===== src/rtl/kwdt_pkg.sv =====
package kwdt_pkg;

    localparam int SCALE_W = 3;

    // byte offsets of the register window
    localparam int OFF_CTRL   = 'h00;
    localparam int OFF_RAW    = 'h08;
    localparam int OFF_SCALED = 'h10;
    localparam int OFF_PET    = 'h18;
    localparam int OFF_KEY    = 'h1C;
    localparam int OFF_THR    = 'h20;

    // control bit positions
    localparam int B_RSTEN  = 8;
    localparam int B_ZERO   = 9;
    localparam int B_ALWAYS = 12;
    localparam int B_AWAKE  = 13;
    localparam int B_PEND   = 28;

    typedef struct packed {
        logic               pend;
        logic               run_awake;
        logic               run_always;
        logic               zero_cmp;
        logic               rst_en;
        logic [SCALE_W-1:0] scale;
    } ctrl_t;

    function automatic logic [31:0] ctrl_to_word(ctrl_t c);
        logic [31:0] w;
        w            = '0;
        w[SCALE_W-1:0] = c.scale;
        w[B_RSTEN]   = c.rst_en;
        w[B_ZERO]    = c.zero_cmp;
        w[B_ALWAYS]  = c.run_always;
        w[B_AWAKE]   = c.run_awake;
        w[B_PEND]    = c.pend;
        return w;
    endfunction

endpackage


===== src/rtl/kwdt_unlock.sv =====
module kwdt_unlock #(
    parameter int          ADDR_W  = 6,
    parameter logic [31:0] KEY_VAL = 32'h0051F15E
) (
    input  logic              clk,
    input  logic              rst_n,
    input  logic              wr_en,
    input  logic [ADDR_W-1:0] wr_addr,
    input  logic [31:0]       wr_data,
    output logic              armed_o
);
    import kwdt_pkg::*;

    typedef struct packed {
        logic armed;
    } lock_st_t;

    lock_st_t st_d, st_q;

    always_comb begin
        st_d = st_q;
        if (wr_en) begin
            st_d.armed = (wr_addr == ADDR_W'(OFF_KEY)) && (wr_data == KEY_VAL);
        end
    end

    always_ff @(posedge clk or negedge rst_n) begin
        if (!rst_n) st_q <= '0;
        else        st_q <= st_d;
    end

    assign armed_o = st_q.armed;
endmodule


===== src/rtl/kwdt_regs.sv =====
module kwdt_regs #(
    parameter int          ADDR_W   = 6,
    parameter int          CMP_W    = 16,
    parameter logic [31:0] PET_VAL  = 32'h0D09F00D,
    parameter logic [CMP_W-1:0] THR_RST = '1
) (
    input  logic              clk,
    input  logic              rst_n,
    input  logic              wr_ok,
    input  logic [ADDR_W-1:0] wr_addr,
    input  logic [31:0]       wr_data,
    input  logic              match_i,
    output kwdt_pkg::ctrl_t   ctrl_o,
    output logic [CMP_W-1:0]  thr_o,
    output logic              pet_o
);
    import kwdt_pkg::*;

    typedef struct packed {
        ctrl_t            ctrl;
        logic [CMP_W-1:0] thr;
    } reg_st_t;

    reg_st_t st_d, st_q;
    logic    wr_ctrl, wr_thr;

    always_comb begin
        wr_ctrl = wr_ok && (wr_addr == ADDR_W'(OFF_CTRL));
        wr_thr  = wr_ok && (wr_addr == ADDR_W'(OFF_THR));
        pet_o   = wr_ok && (wr_addr == ADDR_W'(OFF_PET)) && (wr_data == PET_VAL);

        st_d = st_q;
        if (wr_ctrl) begin
            st_d.ctrl.scale      = wr_data[SCALE_W-1:0];
            st_d.ctrl.rst_en     = wr_data[B_RSTEN];
            st_d.ctrl.zero_cmp   = wr_data[B_ZERO];
            st_d.ctrl.run_always = wr_data[B_ALWAYS];
            st_d.ctrl.run_awake  = wr_data[B_AWAKE];
            st_d.ctrl.pend       = wr_data[B_PEND];
        end
        if (match_i) st_d.ctrl.pend = 1'b1;
        if (wr_thr)  st_d.thr = wr_data[CMP_W-1:0];
    end

    always_ff @(posedge clk or negedge rst_n) begin
        if (!rst_n) begin
            st_q.ctrl <= '0;
            st_q.thr  <= THR_RST;
        end else begin
            st_q <= st_d;
        end
    end

    assign ctrl_o = st_q.ctrl;
    assign thr_o  = st_q.thr;
endmodule


===== src/rtl/kwdt_counter.sv =====
module kwdt_counter #(
    parameter int CNT_W = 31,
    parameter int CMP_W = 16
) (
    input  logic             clk,
    input  logic             rst_n,
    input  kwdt_pkg::ctrl_t  ctrl_i,
    input  logic             awake_i,
    input  logic             pet_i,
    input  logic [CMP_W-1:0] thr_i,
    output logic [CNT_W-1:0] cnt_o,
    output logic [CMP_W-1:0] scaled_o,
    output logic             match_o
);
    typedef struct packed {
        logic [CNT_W-1:0] cnt;
    } cnt_st_t;

    cnt_st_t          st_d, st_q;
    logic             run;
    logic [CNT_W-1:0] shifted;

    always_comb begin
        shifted  = st_q.cnt >> ctrl_i.scale;
        scaled_o = shifted[CMP_W-1:0];
        match_o  = (scaled_o >= thr_i);
        run      = ctrl_i.run_always || (ctrl_i.run_awake && awake_i);

        st_d = st_q;
        if (pet_i)                         st_d.cnt = '0;
        else if (match_o && ctrl_i.zero_cmp) st_d.cnt = '0;
        else if (run)                      st_d.cnt = st_q.cnt + 1'b1;
    end

    always_ff @(posedge clk or negedge rst_n) begin
        if (!rst_n) st_q <= '0;
        else        st_q <= st_d;
    end

    assign cnt_o = st_q.cnt;
endmodule


===== src/rtl/kwdt_top.sv =====
module kwdt_top #(
    parameter int          ADDR_W   = 6,
    parameter int          CNT_W    = 31,
    parameter int          CMP_W    = 16,
    parameter logic [31:0] KEY_VAL  = 32'h0051F15E,
    parameter logic [31:0] PET_VAL  = 32'h0D09F00D
) (
    input  logic              clk,
    input  logic              rst_n,
    input  logic              wr_en,
    input  logic [ADDR_W-1:0] wr_addr,
    input  logic [31:0]       wr_data,
    input  logic [ADDR_W-1:0] rd_addr,
    output logic [31:0]       rd_data,
    input  logic              awake_i,
    output logic              irq_o,
    output logic              rst_req_o
);
    import kwdt_pkg::*;

    logic             armed, wr_ok, pet, match;
    ctrl_t            ctrl;
    logic [CMP_W-1:0] thr, scaled;
    logic [CNT_W-1:0] cnt;

    assign wr_ok = wr_en && armed;

    kwdt_unlock #(.ADDR_W(ADDR_W), .KEY_VAL(KEY_VAL)) u_lock (
        .clk(clk), .rst_n(rst_n), .wr_en(wr_en), .wr_addr(wr_addr),
        .wr_data(wr_data), .armed_o(armed)
    );

    kwdt_regs #(.ADDR_W(ADDR_W), .CMP_W(CMP_W), .PET_VAL(PET_VAL)) u_regs (
        .clk(clk), .rst_n(rst_n), .wr_ok(wr_ok), .wr_addr(wr_addr),
        .wr_data(wr_data), .match_i(match), .ctrl_o(ctrl), .thr_o(thr),
        .pet_o(pet)
    );

    kwdt_counter #(.CNT_W(CNT_W), .CMP_W(CMP_W)) u_cnt (
        .clk(clk), .rst_n(rst_n), .ctrl_i(ctrl), .awake_i(awake_i),
        .pet_i(pet), .thr_i(thr), .cnt_o(cnt), .scaled_o(scaled),
        .match_o(match)
    );

    always_comb begin
        rd_data = '0;
        case (rd_addr)
            ADDR_W'(OFF_CTRL):   rd_data = ctrl_to_word(ctrl);
            ADDR_W'(OFF_RAW):    rd_data = 32'(cnt);
            ADDR_W'(OFF_SCALED): rd_data = 32'(scaled);
            ADDR_W'(OFF_KEY):    rd_data = {31'd0, armed};
            ADDR_W'(OFF_THR):    rd_data = 32'(thr);
            default:             rd_data = '0;
        endcase
    end

    assign irq_o     = ctrl.pend;
    assign rst_req_o = ctrl.rst_en && match;
endmodule


===== config.mk =====
export PLATFORM = sky130hd
export DESIGN_NAME = kwdt_top
export DESIGN_NICKNAME = d
export VERILOG_FILES = /design/src/rtl/kwdt_pkg.sv /design/src/rtl/kwdt_unlock.sv /design/src/rtl/kwdt_regs.sv /design/src/rtl/kwdt_counter.sv /design/src/rtl/kwdt_top.sv
export SDC_FILE = /design/constraint.sdc
export NUM_CORES = 1
export LEC_CHECK = 0
export BUFFER_PORTS_ARGS = -buffer_cell sky130_fd_sc_hd__buf_2
export CORE_UTILIZATION = 30
export CTS_CLUSTER_SIZE = 30
export DETAILED_ROUTE_END_ITERATION = 10
export SLEW_MARGIN = 20
export SYNTH_ARGS = -nofsm -noshare
export SYNTH_HDL_FRONTEND = slang
export SYNTH_HIERARCHICAL = 1
export SYNTH_SLANG_ARGS = --single-unit

===== constraint.sdc =====
create_clock -name clk -period 4.51 [get_ports clk]
set_clock_uncertainty 0.1 [all_clocks]
set_input_delay 0.6765 -clock clk [delete_from_list [all_inputs] [get_ports clk]]
set_output_delay 0.6765 -clock clk [all_outputs]
set_load 0.05 [all_outputs]

==> summary.md, run 1 <==
| Metric | Value |
|---|---|
| RSZ-0062 raised after global routing | `false` |
| Die Ht | `123 um` |
| Crit-path max FO | `18` |
| CTS Hold Bufs | `0` |
| Yosys reg bits | `56` |
| Starting Density | `31.2%` |
| Final hold viol count | `0` |
| Final nets | `586` |
| Vias in the first global route | `3784` |
| Tmin final | `4.25 ns` |
| # diodes | `0` |
| P_int | `732 uW` |
| Layout fillers | `1421` |
| Post-synthesis sequential area ratio | `32.2%` |
| Post-Syn Area | `0.00442 mm^2` |
| Standard-cell row count | `43` |
| First-pass GRT wire length | `20100 um` |
| Placed Cells | `694` |
| Mapped Nets | `518` |
| Crit path kind | `reg -> out` |
| CTS Buf Count | `5` |
| Clock power frac | `41.3%` |
| Worst r2r src | `u_regs/ctrl_o[1]$_DFFE_PN0P_` |
| Netlist cell types | `56` |
| Setup slack, reg-to-reg | `0.96 ns` |
| Final period utilization | `94.3%` |
| Drt total wl | `12400 um` |
| Initial DRC Count | `203` |
| Layout cell share with drive strength beyond 1 | `33.0%` |
| HP Class | `in -> async` |
| EDFF count, synth | `0` |
| Worst setup EP type | `output pin` |
| Reg power frac | `52.5%` |
| Die span in x | `123 um` |
| Main flop type after synthesis | `dfrtp_1` |
| TritonCTS clock tree | `built` |
| Multi-input logic area | `0.00273 mm^2` |
| Slew headroom | `34.8%` |
| CORE AREA | `0.0141 mm^2` |
| Yosys top cell area share | `22.7%` |
| Via density | `5.41` |
| Place WS | `0.435 ns` |
| # Max-Cap Violations | `0` |
| Post-DP HPWL | `9570 um` |
| Clk buf depth | `2` |
| FF/Latch Area | `0.00142 mm^2` |
| Largest cells by area after synthesis | `dfrtp_1, dfstp_2, mux2_2` |
| Routed Antenna Nets | `0` |
| Pre-antenna DRT Iters | `5` |
| Sw Ratio | `23.6%` |
| Final Power | `958 uW` |
| Max Transition Viols Final | `0` |
| Clk Latency, worst-skew pair | `0.31 ns` |
| DP Area | `0.00494 mm^2` |
| Synth-to-layout area growth | `15.2%` |
| Initial antenna violation count | `0` |
| Reg2reg end | `u_cnt/cnt_o[20]$_DFFE_PN0P_` |
| Post-Layout Cell Count | `702` |
| Root Driver | `clkbuf_16` |
| F_max | `0.235 GHz` |
| Power density over cell area | `188 mW/mm^2` |
| Worst reg2reg path depth | `9` |
| Gr usage total | `17.2%` |
| Total gr overflow | `0` |
| Outcome | `finished clean` |
| Worst-margin pin slew | `0.975 ns` |
| TritonCTS Sinks | `56` |
| Via count | `3795` |
| VDD IR max | `0.148 mV` |
| Required time of the critical path | `3.73 ns` |
| Async SR Flop Fraction | `100%` |
| Worst Slack Setup Final | `0.258 ns` |
| Startpoint types | `flip-flop` |
| Post-Layout Inst Area | `0.00509 mm^2` |
| IO Pins | `82` |
| Routability Congestion | `0.877` |
| Post-synthesis cell count | `453` |
| Level count of the clock H-tree | `2` |
| Logic pwr share | `6.2%` |
| Mapped Avg Cell Area | `9.76 um^2` |
| Synth Warn # | `6` |
| Setup violations, final | `0` |
| Setup TNS | `0 ns` |
| Critical path arrival | `3.48 ns` |
| Number of remaining DRC errors | `0` |
| Wire per inst | `17.6 um` |
| DIE AREA | `0.0152 mm^2` |
| IO Port Bufs | `80` |
| Largest area contributor in the synthesized netlist | `dfrtp_1` |
| Largest net degree at the start of global routing | `57` |
| P_sw | `226 uW` |
| Clk slew on worst S/H paths | `0.08 ns` |
| Lkg Pwr | `0.00240 uW` |
[cells by family after synthesis]
group	Yosys count	synth area share, %
muxes	59	17.3
adders and majority gates	17	4.81
and+or+nand+nor	177	23.8
AOI/OAI and AO/OA	62	10.4
xor gates and xnor gates	27	5.35
DFF	56	32.2
other	1	0.0849
buffers and inverters	54	6.03
[routing by layer]
| layer | vias up | global-route usage (%) | routed length [um] |
|---|---|---|---|
| met5 | - | 0 | 0 |
| met1 | 1847 | 22.4 | 5580 |
| li1 | 1791 | - | - |
| met4 | 0 | 7.61 | 404 |
| met3 | 28 | 2.72 | 486 |
| met2 | 129 | 28.2 | 5900 |
[layout by cell type, fill, tap and decap left out, types with 12 or more instances in the layout]
cell and n:
buf_2 80, nor2_1 41, nand2_1 31, dfrtp_1 39, xor2_1 24, mux2i_1 12
nand3_1 12, nand4_1 22, dfstp_2 16, a222oi_1 15, mux2_2 30, ha_1 17
a21oi_1 20, and2_1 22, inv_1 27
[state kept, by name (all words and copies together) (netlist names)]
name,flops
u_regs/thr_o,16
u_lock/armed_o,1
u_regs/ctrl_o,8
u_cnt/cnt_o,31
[power groups by stage]
stage	registers [uW]	clock network [uW]	logic, uW
after floorplan	512	0	14.5
after global placement	512	0	58.1
after detailed placement	512	0	60.0
after CTS	502	409	60.3
after global routing	502	429	65.6
final	503	396	59.6
[synth_stat cells (all sizes together), types with 16 or more instances]
cell / number
nor2: 41
dfrtp: 40
mux2: 40
nand2: 31
inv: 27
xor2: 24
and2: 22
nand4: 22
a21oi: 21
ha: 17
dfstp: 16
[worst max path at each step]
| stage | from | endpoint | slack (ns) | cells after the start |
|---|---|---|---|---|
| floorplan | u_regs/ctrl_o[1]$_DFFE_PN0P_ | rst_req_o | 0.65 | 10 |
| global placement | u_regs/ctrl_o[1]$_DFFE_PN0P_ | rst_req_o | 0.45 | 13 |
| detailed placement | u_regs/ctrl_o[1]$_DFFE_PN0P_ | rst_req_o | 0.43 | 13 |
| CTS | u_regs/ctrl_o[1]$_DFFE_PN0P_ | rst_req_o | 0.09 | 13 |
| global route | u_regs/ctrl_o[1]$_DFFE_PN0P_ | rst_req_o | 0.008 | 11 |
| finish | u_regs/ctrl_o[1]$_DFFE_PN0P_ | rst_req_o | 0.26 | 9 |
[through the flow]
stage,utilization [%],hold slack (ns)
after floorplan,-,0.281
after global placement,34.9,0.424
after detailed placement,34.9,0.437
after CTS,35.9,0.427
after global routing,36.0,0.468
final,36.0,0.404
[timing repair]
item	in CTS	in global routing
gates resized for setup	0	2
setup endpoints to repair	0	1
setup buffers	0	0
[cell type report]
type | instances | area share [%]
Multi-Input combinational cell | 343 | 53.7
Sequential cell | 56 | 27.9
Timing Repair Buffer | 87 | 8.90
Tap cell | 180 | 4.42
Clock buffer | 5 | 2.46
Inverter | 28 | 2.14
Clock inverter | 3 | 0.467
[critical path: stages, from the launching register on]
cell and delay, ns:
dfrtp_2 0.60, mux2_2 0.42, mux4_2 0.51, ha_1 0.34
nand4_1 0.12, a2111oi_0 0.53, nand2b_1 0.12, nand2_1 0.13
and2_1 0.14, buf_2 0.26
(Power assumes the default switching activity.)
==> run 2: changes to the inputs <==
Settings changed: PLACE_DENSITY set to 0.53.
==> summary.md, run 2 (synthesized netlist as in run 1, its figures left out) <==
| Metric | Value |
|---|---|
| Routability Congestion | `0.864 (-1.4%)` |
| Pre-antenna DRT Iters | `6 (+1)` |
| Max Transition Viols Final | `0 (unchanged)` |
| Commonest non-fill, non-tap cell in the layout | `buf_2` |
| Die span in x | `123 um (unchanged)` |
| Clock power frac | `41.4% (about the same)` |
| Max Used Layer | `met4` |
| Sw Ratio | `23.5% (-0.096 points)` |
| HP Class | `in -> async` |
| Final period utilization | `93.1% (-1.2 points)` |
| Final hold viol count | `0 (unchanged)` |
| Layout Utilization | `36.0% (unchanged)` |
| Die Ht | `123 um (unchanged)` |
| Tmin final | `4.20 ns (-0.0520 ns)` |
| Slowest cell on the critical path | `dfrtp_2` |
| Synth-to-layout area growth | `15.2% (unchanged)` |
| Setup slack, reg-to-reg | `1.02 ns (+0.06 ns)` |
| Clk Latency, worst-skew pair | `0.30 ns (about the same)` |
| Clk slew on worst S/H paths | `0.07 ns (about the same)` |
| Vias in the first global route | `3750 (-0.90%)` |
| Gr usage total | `17.1% (-0.19 points)` |
| Root Driver | `clkbuf_16` |
| Routed Antenna Nets | `0 (unchanged)` |
| Logic pwr share | `6.2% (about the same)` |
| Via density | `5.38 (-0.41%)` |
| Multi-input logic area | `0.00273 mm^2 (about the same)` |
| Via count | `3785 (-0.26%)` |
| Initial DRC Count | `344 (+69%)` |
| IO Pins | `82 (unchanged)` |
| Starting Density | `31.2% (unchanged)` |
| Hold_ws | `0.241 ns (-0.163 ns)` |
| Slew headroom | `33.5% (-1.3 points)` |
| Initial antenna violation count | `0 (unchanged)` |
| Wl on met1 | `5520 um (-0.99%)` |
| First-pass GRT wire length | `19900 um (-1.0%)` |
| Number of remaining DRC errors | `0 (unchanged)` |
| Crit path kind | `reg -> out` |
| P_sw | `225 uW (-0.25%)` |
| # Max-Cap Violations | `0 (unchanged)` |
| DIE AREA | `0.0152 mm^2 (unchanged)` |
| Crit-path max cell delay | `0.53 ns (-0.07 ns)` |
| CTS Buf Count | `5 (unchanged)` |
| RSZ-0062 raised after global routing | `false` |
| Worst-margin pin slew | `0.994 ns (+0.0188 ns)` |
| Worst reg2reg path depth | `11 (+2)` |
| Power density over cell area | `189 mW/mm^2 (+0.16%)` |
| Standard-cell row count | `43 (unchanged)` |
| Required time of the critical path | `3.73 ns (about the same)` |
| TritonCTS clock tree | `built` |
| F_max | `0.238 GHz (+1.2%)` |
| Final nets | `587 (+0.17%)` |
| Worst r2r src | `u_regs/ctrl_o[1]$_DFFE_PN0P_` |
| Max FFs per register | `31 (unchanged)` |
| Critical path buffers and inverters | `2 (+1)` |
| Total gr overflow | `0 (unchanged)` |
| Reg power frac | `52.4% (about the same)` |
| Crit-path max FO | `14 (-4)` |
| Lkg Pwr | `0.00241 uW (+0.42%)` |
| Routed wl met3 | `728 um (+50%)` |
| Layout cell share with drive strength beyond 1 | `32.7% (-0.25 points)` |
| Met2 wire len | `5530 um (-6.2%)` |
| Largest net degree at the start of global routing | `35 (-39%)` |
| Layout fillers | `1451 (+2.1%)` |
| Reg2reg end | `u_cnt/cnt_o[13]$_DFFE_PN0P_` |
| IO Port Bufs | `80 (unchanged)` |
| Drt total wl | `12100 um (-2.0%)` |
| VDD IR max | `0.150 mV (+1.0%)` |
| Startpoint types | `flip-flop` |
| Critical Path, Cell by Cell | `buf_4 > mux2_2 > o21ai_0 > o21ai_0 > ha_1 > o211ai_1 > a2111oi_1 > nand2b_1 > nand2_1 > and2_1 > buf_2` |
| Clk buf depth | `2 (unchanged)` |
| FF/Latch Area | `0.00142 mm^2 (unchanged)` |
| DP Area | `0.00494 mm^2 (+0.15%)` |
| Wire per inst | `17.2 um (-2.2%)` |
| Most frequent cells in the layout | `buf_2, nor2_1, dfrtp_1` |
| Setup violations, final | `0 (unchanged)` |
| CORE AREA | `0.0141 mm^2 (unchanged)` |
| Level count of the clock H-tree | `2 (unchanged)` |
| Final Power | `960 uW (+0.16%)` |
| # diodes | `0 (unchanged)` |
| Outcome | `finished clean` |
| P_int | `734 uW (+0.29%)` |
| Post-DP HPWL | `9500 um (-0.70%)` |
| Worst setup EP type | `output pin` |
| Top cell by count, worst path | `o21ai_0` |
| TritonCTS Sinks | `56 (unchanged)` |
| Post-Layout Inst Area | `0.00509 mm^2 (unchanged)` |
| Setup TNS | `0 ns (unchanged)` |
| Critical path arrival | `3.42 ns (-0.06 ns)` |
| Crit path max-delay family | `compound AO/OA/AOI/OAI gates` |
==> run 2: cell count changes in the layout (fill, tap and decap cells not counted), sizes merged <==
cell / change
buf: +1
clkbuf: +1
inv: +2
clkinvlp: -3
==> run 2: final cells by class <==
class	instances	share of cell area, %
multi-input combinational	343	53.7
clock buffer	6	2.53
inverter	28	2.06
sequential	56	27.9
clock inverter	2	0.295
tap	180	4.42
timing repair buffer	88	9.05
==> run 2: per-layer routing <==
layer | GRT usage (%) | up-vias
met5 | 0 | -
met4 | 6.02 | 0
met3 | 3.27 | 21
met2 | 27.6 | 134
met1 | 22.6 | 1836
li1 | - | 1794
==> run 2: power by group through the flow <==
stage | combinational (uW) | sequential [uW] | clock (uW)
floorplan | 14.5 | 512 | 0
global placement | 59.3 | 512 | 0
detailed placement | 60.6 | 512 | 0
CTS | 60.6 | 502 | 409
global route | 66.7 | 502 | 427
finish | 59.5 | 502 | 398
==> run 2: timing repair <==
action / in CTS / in global routing
resized for setup: 0 / 2
setup buffers: 0 / 0
hold buffers: 0 / 0
endpoints found under the setup margin: 0 / 1
==> run 2: per-stage QoR <==
stage / std cells / setup WS [ns]
6_report: 703 / 0.310
3_5_place_dp: 695 / 0.436
2_1_floorplan: 453 / 0.647
5_1_grt: 703 / 0.0582
3_3_place_gp: 695 / 0.573
4_1_cts: 703 / 0.0967
==> run 2: how the worst max path moves through the flow <==
stage / startpoint / endpoint / slack [ns] / cells after the start
after detailed placement: u_regs/ctrl_o[1]$_DFFE_PN0P_ / rst_req_o / 0.44 / 11
after CTS: u_regs/ctrl_o[1]$_DFFE_PN0P_ / rst_req_o / 0.1 / 11
after global routing: u_regs/ctrl_o[1]$_DFFE_PN0P_ / rst_req_o / 0.06 / 12
final: u_regs/ctrl_o[1]$_DFFE_PN0P_ / rst_req_o / 0.31 / 11
after floorplan: u_regs/ctrl_o[1]$_DFFE_PN0P_ / rst_req_o / 0.65 / 10
after global placement: u_regs/ctrl_o[1]$_DFFE_PN0P_ / rst_req_o / 0.57 / 12
==> run 2: worst reg2reg max path, delay by kind of cell (launching register included) <==
family	cells	cell delay, ns
AOI/OAI and AO/OA	5	1.13
buffers and inverters	2	0.63
DFF	1	0.53
muxes	1	0.37
adders and majority gates	1	0.33
and+or+nand+nor	2	0.26
==> run 3: changes to the inputs <==
Settings changed: CORE_UTILIZATION 30 to 45, PLACE_DENSITY 0.53 to 0.72.
==> summary.md, run 3 (synthesized netlist as in run 1, its figures left out) <==
| Metric | Value |
|---|---|
| Max FFs per register | `31 (unchanged)` |
| Final nets | `587 (unchanged)` |
| Reg power frac | `58.3% (+5.9 points)` |
| P_int | `652 uW (-11%)` |
| Crit-path max FO | `18 (+4)` |
| RSZ-0062 raised after global routing | `false` |
| TritonCTS Sinks | `56 (unchanged)` |
| Wire per inst | `17.8 um (+3.4%)` |
| Setup violations, final | `0 (unchanged)` |
| Place WS | `0.424 ns (-0.0114 ns)` |
| GR met1 Demand/Resource | `32.1% (+9.5 points)` |
| Critical Path, Cell by Cell | `mux2_2 > mux4_2 > ha_1 > a21oi_1 > nand2_1 > a221oi_1 > nand2_1 > and2_1 > buf_2` |
| Initial DRC Count | `309 (-10%)` |
| Vias in the first global route | `3773 (+0.61%)` |
| Layout fillers | `846 (-42%)` |
| Clk Latency, worst-skew pair | `0.32 ns (+0.02 ns)` |
| Max Transition Viols Final | `0 (unchanged)` |
| Die Ht | `101 um (-18%)` |
| F_max | `0.233 GHz (-2.2%)` |
| CTS Hold Bufs | `0 (unchanged)` |
| HP Class | `in -> async` |
| Routability Congestion | `0.927 (+7.2%)` |
| Tmin final | `4.29 ns (+0.0936 ns)` |
| IO Port Bufs | `80 (unchanged)` |
| Final hold viol count | `0 (unchanged)` |
| Required time of the critical path | `3.73 ns (about the same)` |
| Logic pwr share | `6.8% (+0.6 points)` |
| Multi-input logic area | `0.00273 mm^2 (about the same)` |
| Setup TNS | `0 ns (unchanged)` |
| # diodes | `0 (unchanged)` |
| FF/Latch Area | `0.00142 mm^2 (unchanged)` |
| Number of remaining DRC errors | `0 (unchanged)` |
| Worst setup EP type | `output pin` |
| Synth-to-layout area growth | `12.6%` |
| Power density over cell area | `173 mW/mm^2 (-8.2%)` |
| Startpoint types | `flip-flop` |
| TritonCTS clock tree | `built` |
| # Max-Cap Violations | `0 (unchanged)` |
| Clk buf depth | `2 (unchanged)` |
| P_sw | `210 uW (-6.7%)` |
| Worst-margin pin slew | `1.07 ns (+0.0811 ns)` |
| Layout cell share with drive strength beyond 1 | `32.9% (+0.19 points)` |
| Lkg Pwr | `0.00239 uW (-0.84%)` |
| GRT busiest layer | `met2` |
| Critical path arrival | `3.52 ns (+0.10 ns)` |
| First-pass GRT wire length | `18900 um (-4.8%)` |
| Outcome | `finished clean` |
| Drt total wl | `11600 um (-4.1%)` |
| Slowest cell on the critical path | `dfrtp_2` |
| Starting Density | `47.2% (+16 points)` |
| DIE AREA | `0.0102 mm^2 (-33%)` |
| Largest net degree at the start of global routing | `57 (+63%)` |
| Worst Slack Setup Final | `0.216 ns (-0.0936 ns)` |
| Standard-cell row count | `35 (-19%)` |
| VDD IR max | `0.144 mV (-4.1%)` |
| Clk slew on worst S/H paths | `0.11 ns (+0.04 ns)` |
| Gr usage total | `23.6% (+6.5 points)` |
| Slew headroom | `28.1% (-5.4 points)` |
| Via count | `3886 (+2.7%)` |
| Commonest non-fill, non-tap cell in the layout | `buf_2` |
| Via density | `5.96 (+11%)` |
| IO Pins | `82 (unchanged)` |
| Total gr overflow | `0 (unchanged)` |
| CTS Buf Count | `5 (unchanged)` |
| Level count of the clock H-tree | `2 (unchanged)` |
| GR Layer Usage met3 | `2.64% (-0.64 points)` |
| GRT met2 Usage | `39.4% (+12 points)` |
| Die span in x | `101 um (-18%)` |
| CORE AREA | `0.00937 mm^2 (-34%)` |
| Post-DP HPWL | `8800 um (-7.3%)` |
| Sw Ratio | `24.4% (+0.91 points)` |
| Critical path buffers and inverters | `1 (-1)` |
| Final period utilization | `95.2% (+2.1 points)` |
| Crit path max-delay family | `multiplexers` |
| Top cell by count, worst path | `nand2_1` |
| Root Driver | `clkbuf_8` |
| Clock power frac | `34.9% (-6.5 points)` |
| Most frequent cells in the layout | `buf_2, nor2_1, dfrtp_1` |
| Initial antenna violation count | `0 (unchanged)` |
| Pre-antenna DRT Iters | `7 (+1)` |
| Crit-path max cell delay | `0.60 ns (+0.07 ns)` |
| Crit path kind | `reg -> out` |
| Routed Antenna Nets | `0 (unchanged)` |
[run 3: cell count changes in the layout (fill, tap and decap cells not counted), sizes merged]
| cell | change |
|---|---|
| inv | -1 |
| clkinv | +1 |
[run 3: cell type report]
type	instances	area share [%]
Timing Repair Buffer	88	9.25
Clock inverter	2	0.277
Clock buffer	6	1.66
Multi-Input combinational cell	343	54.9
Tap cell	129	3.24
Sequential cell	56	28.6
Inverter	28	2.11
[run 3: worst paths after layout]
path / start / end / slack [ns] / cells past startpoint
min reg2reg: u_regs/ctrl_o[3]$_DFFE_PN0P_ / u_regs/ctrl_o[3]$_DFFE_PN0P_ / 0.47 / 1
min in group clk: u_regs/ctrl_o[3]$_DFFE_PN0P_ / u_regs/ctrl_o[3]$_DFFE_PN0P_ / 0.47 / 1
min: rst_n / u_cnt/cnt_o[25]$_DFFE_PN0P_ / 0.37 / 2
max reg2reg: u_regs/ctrl_o[1]$_DFFE_PN0P_ / u_cnt/cnt_o[13]$_DFFE_PN0P_ / 0.98 / 9
max in group asynchronous: rst_n / u_regs/ctrl_o[1]$_DFFE_PN0P_ / 3.44 / 2
max: u_regs/ctrl_o[1]$_DFFE_PN0P_ / rst_req_o / 0.22 / 9
[run 3: through the flow]
step	util, %	total power [uW]	std cells	cell area [um^2]	hold WS [ns]
after floorplan	-	526	453	4420	0.281
after global placement	52.1	569	644	4880	0.442
after detailed placement	52.1	571	644	4880	0.452
after global routing	53.1	890	652	4980	0.444
final	53.1	862	652	4980	0.373
after CTS	53.1	861	652	4980	0.409
[run 3: timing repair]
item	4_1_cts	5_1_grt
endpoints found under the hold margin	0	0
gates resized for setup	0	1
buffers inserted	0	0
endpoints found under the setup margin	0	1
[run 3: per-layer routing]
layer | vias up | wire [um]
li1 | 1794 | -
met2 | 168 | 5620
met4 | 0 | 210
met5 | - | 0
met3 | 20 | 737
met1 | 1904 | 5050
[run 3: power by group through the flow]
| stage | Clock, uW | Sequential (uW) | Combinational (uW) |
|---|---|---|---|
| final | 301 | 503 | 58.4 |
| after global routing | 322 | 503 | 64.7 |
| after CTS | 300 | 503 | 59.2 |
| after detailed placement | 0 | 512 | 59.1 |
| after global placement | 0 | 512 | 57.4 |
| after floorplan | 0 | 512 | 14.5 |
